--- src/rtl/spi_port.sv ---
module spi_port #(
  parameter int DW    = 8,
  parameter int PRE_W = 2
) (
  input  logic          clk,
  input  logic          rst_n,
  input  logic          bus_we,
  input  logic [1:0]    bus_addr,
  input  logic [DW-1:0] bus_wdata,
  output logic [DW-1:0] bus_rdata,
  output logic          sclk_o,
  output logic          mosi_o,
  input  logic          miso_i,
  input  logic          sclk_i,
  input  logic          ss_n_i,
  input  logic          mosi_i,
  output logic          miso_o,
  output logic          miso_oe
);
  localparam int EW   = $clog2(2*DW);
  localparam int NPRE = 1 << PRE_W;
  localparam int HW   = $clog2(2 << (NPRE-1)) + 1;
  localparam logic [EW-1:0] ELAST = EW'(2*DW-1);

  logic [7:0]    ctrl;
  logic [DW-1:0] tx, rx, rx_nx, rxbuf;
  logic [EW-1:0] ecnt;
  logic [HW-1:0] hcnt, half;
  logic          busy, phase, done, wcol;
  logic [1:0]    sclk_sy, ss_sy, mosi_sy;
  logic          sclk_d;

  logic ign, en, lsb, mstr, cpol, cpha;
  assign ign  = ctrl[7];
  assign en   = ctrl[6];
  assign lsb  = ctrl[5];
  assign mstr = ctrl[4];
  assign cpol = ctrl[3];
  assign cpha = ctrl[2];
  assign half = HW'(2) << ctrl[PRE_W-1:0];

  logic sclk_s, ss_s, mosi_s;
  assign sclk_s = sclk_sy[1];
  assign ss_s   = ss_sy[1];
  assign mosi_s = mosi_sy[1];

  logic is_master, sel, slave_on, active;
  assign is_master = mstr & (ign | ss_s);
  assign sel       = ign | ~ss_s;
  assign slave_on  = en & ~is_master & sel;
  assign active    = busy | (ecnt != '0);

  logic wr_ctl, wr_stat, wr_data, load, start, collide;
  assign wr_ctl  = bus_we & (bus_addr == 2'd0);
  assign wr_stat = bus_we & (bus_addr == 2'd1);
  assign wr_data = bus_we & (bus_addr == 2'd2);
  assign load    = wr_data & en & ~active;
  assign start   = load & is_master;
  assign collide = wr_data & en & active;

  logic hend, m_edge, s_edge, ev, lead, samp, shft, last, abort_m, abort_s;
  assign hend    = ({1'b0, hcnt} == ({1'b0, half} - 1'b1));
  assign m_edge  = busy & en & is_master & hend;
  assign s_edge  = slave_on & (sclk_s != sclk_d);
  assign ev      = m_edge | s_edge;
  assign lead    = ~ecnt[0];
  assign samp    = ev & (lead ^ cpha);
  assign shft    = ev & ~(lead ^ cpha) & (cpha ? (ecnt != '0) : (ecnt != ELAST));
  assign last    = ev & (ecnt == ELAST);
  assign abort_m = busy & ~(en & is_master);
  assign abort_s = ~busy & (ecnt != '0) & ~slave_on;

  logic outbit, inbit;
  assign outbit = lsb ? tx[0] : tx[DW-1];
  assign inbit  = is_master ? miso_i : mosi_s;
  assign rx_nx  = !samp ? rx : (lsb ? {inbit, rx[DW-1:1]} : {rx[DW-2:0], inbit});

  always_ff @(posedge clk or negedge rst_n) begin
    if (!rst_n) begin
      sclk_sy <= '0;
      ss_sy   <= '1;
      mosi_sy <= '0;
      sclk_d  <= 1'b0;
      ctrl    <= '0;
      tx      <= '0;
      rx      <= '0;
      rxbuf   <= '0;
      ecnt    <= '0;
      hcnt    <= '0;
      busy    <= 1'b0;
      phase   <= 1'b0;
      done    <= 1'b0;
      wcol    <= 1'b0;
    end else begin
      sclk_sy <= {sclk_sy[0], sclk_i};
      ss_sy   <= {ss_sy[0], ss_n_i};
      mosi_sy <= {mosi_sy[0], mosi_i};
      sclk_d  <= sclk_s;
      if (wr_ctl) ctrl <= bus_wdata[7:0];
      if (load) tx <= bus_wdata;
      else if (shft) tx <= lsb ? (tx >> 1) : (tx << 1);
      rx <= rx_nx;
      if (last) rxbuf <= rx_nx;
      if (abort_m || abort_s || last) begin
        ecnt  <= '0;
        busy  <= 1'b0;
        phase <= 1'b0;
      end else begin
        if (start) begin
          busy <= 1'b1;
          hcnt <= '0;
        end else if (busy) begin
          hcnt <= hend ? '0 : hcnt + 1'b1;
        end
        if (ev) ecnt <= ecnt + 1'b1;
        if (m_edge) phase <= ~phase;
      end
      if (last) done <= 1'b1;
      else if (wr_stat && bus_wdata[7]) done <= 1'b0;
      if (collide) wcol <= 1'b1;
      else if (wr_stat && bus_wdata[6]) wcol <= 1'b0;
    end
  end

  assign sclk_o  = (en & is_master) ? (cpol ^ phase) : cpol;
  assign mosi_o  = (en & is_master) ? outbit : 1'b0;
  assign miso_o  = outbit;
  assign miso_oe = slave_on;

  always_comb begin
    bus_rdata = '0;
    case (bus_addr)
      2'd0:    bus_rdata[7:0] = ctrl;
      2'd1:    bus_rdata[7:6] = {done, wcol};
      2'd2:    bus_rdata = rxbuf;
      default: bus_rdata = '0;
    endcase
  end

  a_r4_idle_level: assert property (@(posedge clk) disable iff (!rst_n)
    !busy |-> sclk_o == cpol);

  a_r8_collide_keeps_busy: assert property (@(posedge clk) disable iff (!rst_n)
    (busy && en && is_master && wr_data && ecnt != ELAST) |=> busy);

  a_r8_collide_flag: assert property (@(posedge clk) disable iff (!rst_n)
    (wr_data && en && active) |=> wcol);

  a_r9_zero_write_keeps: assert property (@(posedge clk) disable iff (!rst_n)
    (wr_stat && !bus_wdata[7] && done) |=> done);

  a_r13_abort_no_done: assert property (@(posedge clk) disable iff (!rst_n)
    abort_s |=> (ecnt == '0) && !$rose(done));
endmodule

--- config.mk ---
export PLATFORM = sky130hd
export DESIGN_NAME = spi_port
export DESIGN_NICKNAME = d
export VERILOG_FILES = /design/src/rtl/spi_port.sv
export SDC_FILE = /design/constraint.sdc
export NUM_CORES = 1
export LEC_CHECK = 0
export BUFFER_PORTS_ARGS = -buffer_cell sky130_fd_sc_hd__buf_2
export CELL_PAD_IN_SITES_DETAIL_PLACEMENT = 0
export CELL_PAD_IN_SITES_GLOBAL_PLACEMENT = 1
export CORE_UTILIZATION = 25
export DETAILED_ROUTE_END_ITERATION = 10
export PLACE_DENSITY = 0.49
export SYNTH_ARGS = -nofsm -noshare
export SYNTH_HDL_FRONTEND = slang
export SYNTH_SLANG_ARGS = --single-unit
--- constraint.sdc ---
create_clock -name clk -period 2.4 [get_ports clk]
set_input_delay 0.48 -clock clk [delete_from_list [all_inputs] [get_ports clk]]
set_output_delay 0.48 -clock clk [all_outputs]
set_load 0.01 [all_outputs]
==> impl_metrics.csv, run 1 <==
group,metric,value,unit
pwr,p_leak,1.42,nW
timing,fin_crit,2220,ps
cts,cts-htree-levels,2,
worst_setup_path,rr_startpoint,"ecnt[0]$_DFFE_PN0P_",
synthesis,synthCells,274,
synthesis,ys_top_cells_by_area,"dfrtp_1 (47%), mux2i_1 (8.6%), mux2_2 (6.3%), nand2_1 (4.9%), nor2_1 (3.9%)",
timing,fin_crit_sh,92.7,%
synthesis,synth_area_leader_cell,"dfrtp_1",
drt,wl_per_cell,15.7,um
placement,portBuffers,28,
placement,hpwl,5330,um
synthesis,avgSynthCellArea,9.76,um2
drt,viasPerCell,4.65,
cts,cts.hold.buffers_added,0,
floorplan,coreArea,10300,um2
synthesis,yosys_warnings,0,
synthesis,seq_area_frac_synth,48.8,%
global_route,antenna_found_initial,0,
timing,tightest_slew,562,ps
timing,drv_slew,0,
layout,num-nets-final,338,
synthesis,synth_area,2670,um2
synthesis,synth_top_area_share,46.8,%
global_route,grt_max_degree,36,
worst_setup_path,crit_cells,8,
synthesis,synth_seq_cells,52,
worst_setup_path,crit_arrival,2420,ps
worst_setup_path,cp-startpoint,"ecnt[0]$_DFFE_PN0P_",
synthesis,synth-async-reset-ratio,100,%
timing,finClkSkew,15.6,ps
hold_path,hold_class,"in -> async",
floorplan,dieArea,11100,um2
run_status,run_status,"completed",
timing,fmax,450,MHz
layout,diodes,0,
layout,synthToLayoutAreaGrowth,20.0,%
worst_setup_path,critical_path_class,"reg -> reg",
floorplan,initial_core_util,25.9,%
cts,clockBufferDepth,2,
timing,fin_tns_setup,0,ps
floorplan,rows,37,
synthesis,syn_nets,294,
global_route,grtUsageTotal,13.8,%
floorplan,num_io_pins,29,
worst_setup_path,start_kind,"flip-flop",
worst_setup_path,crit_fanout,6,
placement,place_congestion,0.752,
timing,hold_viol_final,0,
synthesis,synth_edf_count,0,
timing,slew_headroom,62.2,%
timing,setup_viol,0,
worst_setup_path,reg2regPathDepth,8,
drt,ant_nets,0,
cts,post_cts_resized,0,
cts,postCtsSetupBuffers,0,
timing,rsz0062_at_grt,"no",
drt,totalWireLength,7140,um
worst_setup_path,required,2590,ps
pwr,p_per_area,913,nW/um2
layout,fill_cells,1083,
cts,cts_root_buf,"clkbuf_8",
global_route,grt_first_pass_wirelength,11800,um
placement,place_area,3100,um2
placement,dpl_worst_slack,188,ps
drt,drcViolationCount,0,
cts,numCtsBuffers,5,
floorplan,die_w,105,um
cts,worstSkewPairLatency,310,ps
floorplan,die_h,105,um
cts,clock_sinks,52,
layout,final_area,3210,um2
synthesis,synthMostInstantiatedCell,"dfrtp_1",
worst_setup_path,cp_slowest_cell,"or3_1",
cts,cts_tree,"done",
drt,drt-initial-drc-count,92,
drt,via_count,2114,
worst_setup_path,crit_path_max_incr_delay,410,ps
synthesis,synth.distinct_cells,42,
layout,drive_above_1_share,24.5,%
worst_setup_path,critPathBufInv,1,
flow_run,maxCapViolCount,0,
timing,setup_ws,176,ps
cts,path_clk_slew,110,ps
global_route,grt.overflow.total,0,
drt,firstDrtPassIters,4,
synthesis,netlist_top_cells_count,"dfrtp_1 (50), nand2_1 (35), nor2_1 (28)",
pwr,ir_drop,0.254,mV
global_route,grt_pass1_vias,2179,
worst_setup_path,worst_setup_path_end_kind,"flip-flop",
worst_setup_path,cp_top_family,"simple AND/OR/NAND/NOR gates",
synthesis,synth_ff_type,"dfrtp_1",
worst_setup_path,worstPathCellList,"inv_1 -> ha_1 -> or3b_4 -> or3_1 -> a21o_1 -> a31o_2 -> nand2_1 -> o21ai_0",
[metrics by stage]
| step | power (mW) | utilization (%) | cells | hold slack [ps] |
|---|---|---|---|---|
| finish | 2.93 | 31.1 | 455 | 104 |
| global route | 3.16 | 31.1 | 455 | 135 |
| CTS | 2.98 | 31.1 | 455 | 122 |
| detailed placement | 2.32 | 30.0 | 447 | 340 |
| global placement | 2.33 | 30.0 | 447 | 333 |
| floorplan | 1.93 | - | 274 | 184 |
[report_power, final]
group / total (mW) / switching, mW / leakage [nW] / internal [mW]
registers: 1.27 / 0.197 / 0.620 / 1.08
clock network: 0.637 / 0.321 / 0.0558 / 0.316
logic: 1.02 / 0.547 / 0.742 / 0.470
[layout make-up]
type	instances	area [um2]	area share [%]
Inverter	7	26.3	0.819
Multi-Input combinational cell	206	1310	40.8
Timing Repair Buffer	46	288	8.97
Clock inverter	2	38.8	1.21
Sequential cell	52	1300	40.6
Clock buffer	6	72.6	2.26
Tap cell	136	170	5.30
[state kept, by name, summed over array words and instances, names as in the netlist, 2 cells and up]
| signal | flops |
|---|---|
| rxbuf | 8 |
| tx | 8 |
| ctrl | 8 |
| ecnt | 4 |
| ss_sy | 2 |
| hcnt | 5 |
| mosi_sy | 2 |
| rx | 8 |
| sclk_sy | 2 |
[logic make-up (layout without fill, tap and decap cells)]
family | Yosys count | after routing | share of synthesized area [%]
AOI/OAI and AO/OA | 65 | 65 | 14.6
and+or+nand+nor | 95 | 95 | 16.4
buffers and inverters | 16 | 61 | 2.29
muxes | 38 | 38 | 14.9
DFF | 52 | 52 | 48.8
adders and majority gates | 3 | 3 | 1.40
xor gates and xnor gates | 5 | 5 | 1.64
[final timing paths]
| path | to | slack [ps] |
|---|---|---|
| worst max-delay path | hcnt[0]$_DFFE_PN0P_ | 180 |
| worst min-delay path | hcnt[4]$_DFFE_PN0P_ | 100 |
| worst max register to register | hcnt[0]$_DFFE_PN0P_ | 180 |
| worst min register to register | ss_sy[1]$_DFF_PN1_ | 360 |
| max in group asynchronous | ss_sy[0]$_DFF_PN1_ | 1670 |
| min in group clk | ss_sy[0]$_DFF_PN1_ | 260 |
[per-layer routing]
layer	share of wire, %	global-route usage, %	vias to the layer above
met5	0	0	-
met4	0.74	3.32	0
met3	3.1	2.23	4
met2	46	21.9	34
met1	50	19.5	1015
li1	-	-	1061
[layout by cell type (no fill, tap or decap), types with 5 or more instances in the layout]
master,synthesis,final
a21oi_1,20,20
buf_2,1,28
buf_4,0,17
clkbuf_8,0,5
dfrtp_1,50,50
inv_1,6,6
mux2_2,15,15
mux2i_1,23,23
nand2_1,35,35
nand3_1,9,9
nor2_1,28,28
nor3_1,8,8
o21ai_0,20,20
o21ai_1,8,8
(Power assumes the default switching activity.)
==> run 2, diff against run 1 <==
Settings changed: BUFFER_PORTS_ARGS -buffer_cell sky130_fd_sc_hd__buf_2 to -buffer_cell sky130_fd_sc_hd__buf_4.
==> impl_metrics.csv, run 2 (synthesized netlist as in run 1, its figures left out) <==
group,metric,value,unit
cts,cts_root_buf,"clkbuf_8",
pwr,p_leak,1.41,nW
floorplan,coreArea,10300,um2
worst_setup_path,required,2600,ps
layout,fill_cells,1091,
timing,setup_viol,0,
timing,fin_tns_setup,0,ps
cts,clockBufferDepth,2,
timing,fin_crit_sh,92.9,%
cts,post_cts_resized,0,
timing,tightest_slew,692,ps
drt,wl_met2,3320,um
cts,worstSkewPairLatency,310,ps
layout,drive_above_1_share,24.0,%
worst_setup_path,critPathCapture,"hcnt[4]$_DFFE_PN0P_",
drt,firstDrtPassIters,4,
timing,finClkSkew,12.3,ps
cts,clock_sinks,52,
worst_setup_path,reg2regPathDepth,8,
run_status,run_status,"completed",
timing,fmax,449,MHz
cts,numCtsBuffers,5,
cts,cts-htree-levels,2,
floorplan,initial_core_util,25.9,%
layout,diodes,0,
floorplan,die_w,105,um
floorplan,rows,37,
placement,portBuffers,28,
drt,top_layer,"met4",
global_route,grt_first_pass_wirelength,11600,um
floorplan,dieArea,11100,um2
worst_setup_path,cp-startpoint,"ecnt[0]$_DFFE_PN0P_",
global_route,antenna_found_initial,0,
timing,rsz0062_at_grt,"no",
timing,drv_slew,0,
global_route,grtUsageTotal,13.5,%
global_route,grt_pass1_vias,2101,
worst_setup_path,crit_fanout,6,
placement,place_congestion,0.759,
cts,cts.hold.buffers_added,0,
layout,final_cells,453,
drt,ant_nets,0,
worst_setup_path,start_kind,"flip-flop",
placement,hpwl,5220,um
timing,slew_headroom,53.8,%
pwr,p_per_area,877,nW/um2
layout,layout_commonest_cell,"dfrtp_1",
global_route,grt.overflow.total,0,
floorplan,num_io_pins,29,
worst_setup_path,crit_arrival,2430,ps
drt,wl_met1,3510,um
cts,postCtsSetupBuffers,0,
layout,fin_util,31.3,%
layout,num-nets-final,336,
floorplan,die_h,105,um
drt,met3_length,145,um
worst_setup_path,rr_startpoint,"ecnt[0]$_DFFE_PN0P_",
layout,final_cell_mix,"dfrtp_1 (50), buf_4 (44), nand2_1 (35), nor2_1 (28), mux2i_1 (23)",
cts,cts_tree,"done",
drt,drcViolationCount,0,
flow_run,maxCapViolCount,0,
hold_path,hold_class,"in -> async",
timing,fin_crit,2230,ps
layout,synthToLayoutAreaGrowth,21.0,%
cts,path_clk_slew,100,ps
placement,dp_cells,445,
drt,wl_per_cell,15.5,um
worst_setup_path,worst_setup_path_end_kind,"flip-flop",
worst_setup_path,critical_path_class,"reg -> reg",
drt,via_count,2076,
timing,hold_viol_final,0,
drt,viasPerCell,4.58,
global_route,grt_max_degree,53,
drt,drt-initial-drc-count,93,
worst_setup_path,regToRegSetupSlack,170,ps
drt,totalWireLength,7020,um
worst_setup_path,rr_endpoint,"hcnt[4]$_DFFE_PN0P_",
pwr,ir_drop,0.313,mV
[run 2: worst min-delay path by stage]
stage	startpoint	endpoint	slack, ps	cells after the start
4_1_cts	rst_n	hcnt[4]$_DFFE_PN0P_	230	1
5_1_grt	rst_n	hcnt[4]$_DFFE_PN0P_	250	1
3_5_place_dp	mosi_sy[0]$_DFF_PN0_	mosi_sy[1]$_DFF_PN0_	340	0
6_report	rst_n	hcnt[4]$_DFFE_PN0P_	200	1
3_3_place_gp	mosi_sy[0]$_DFF_PN0_	mosi_sy[1]$_DFF_PN0_	330	0
2_1_floorplan	rst_n	busy$_DFFE_PN0P_	180	0
[run 2: through the flow]
step           worst slack [ps]  hold WS (ps)  area (um2)  total power [mW]
2_1_floorplan               264           184        2670              1.93
3_3_place_gp                239           334        3140              2.34
3_5_place_dp                187           336        3140              2.34
4_1_cts                     166           230        3230              2.89
5_1_grt                    53.6           248        3230              3.08
6_report                    171           197        3230              2.84
[run 2: worst max-delay path, stage by stage (launching register included)]
cell and delay (ps):
dfrtp_1 390, inv_1 110, ha_1 150, or3b_4 400, or3_1 410, a21o_1 240, a31o_2 270, inv_1 80
o22ai_1 70
[run 2: power by group]
group,internal (mW),total (mW),switching [mW]
clock,0.237,0.539,0.301
sequential,1.08,1.28,0.199
combinational,0.481,1.02,0.540
total,1.80,2.84,1.04
[run 2: cell type report]
cell class	count	area (um2)	area share (%)
multi-input cells	206	1310	40.5
flip-flops and latches	52	1300	40.3
clock buffers	7	86.3	2.67
inverters	7	26.3	0.812
well taps	136	170	5.26
repair buffers	44	330	10.2
clock inverters	1	8.76	0.271
[run 2: per-layer routing]
| layer | up-vias | track usage [%] |
|---|---|---|
| met4 | 0 | 3.62 |
| met2 | 26 | 21.0 |
| li1 | 1059 | - |
| met3 | 4 | 2.10 |
| met1 | 987 | 19.5 |
| met5 | - | 0 |
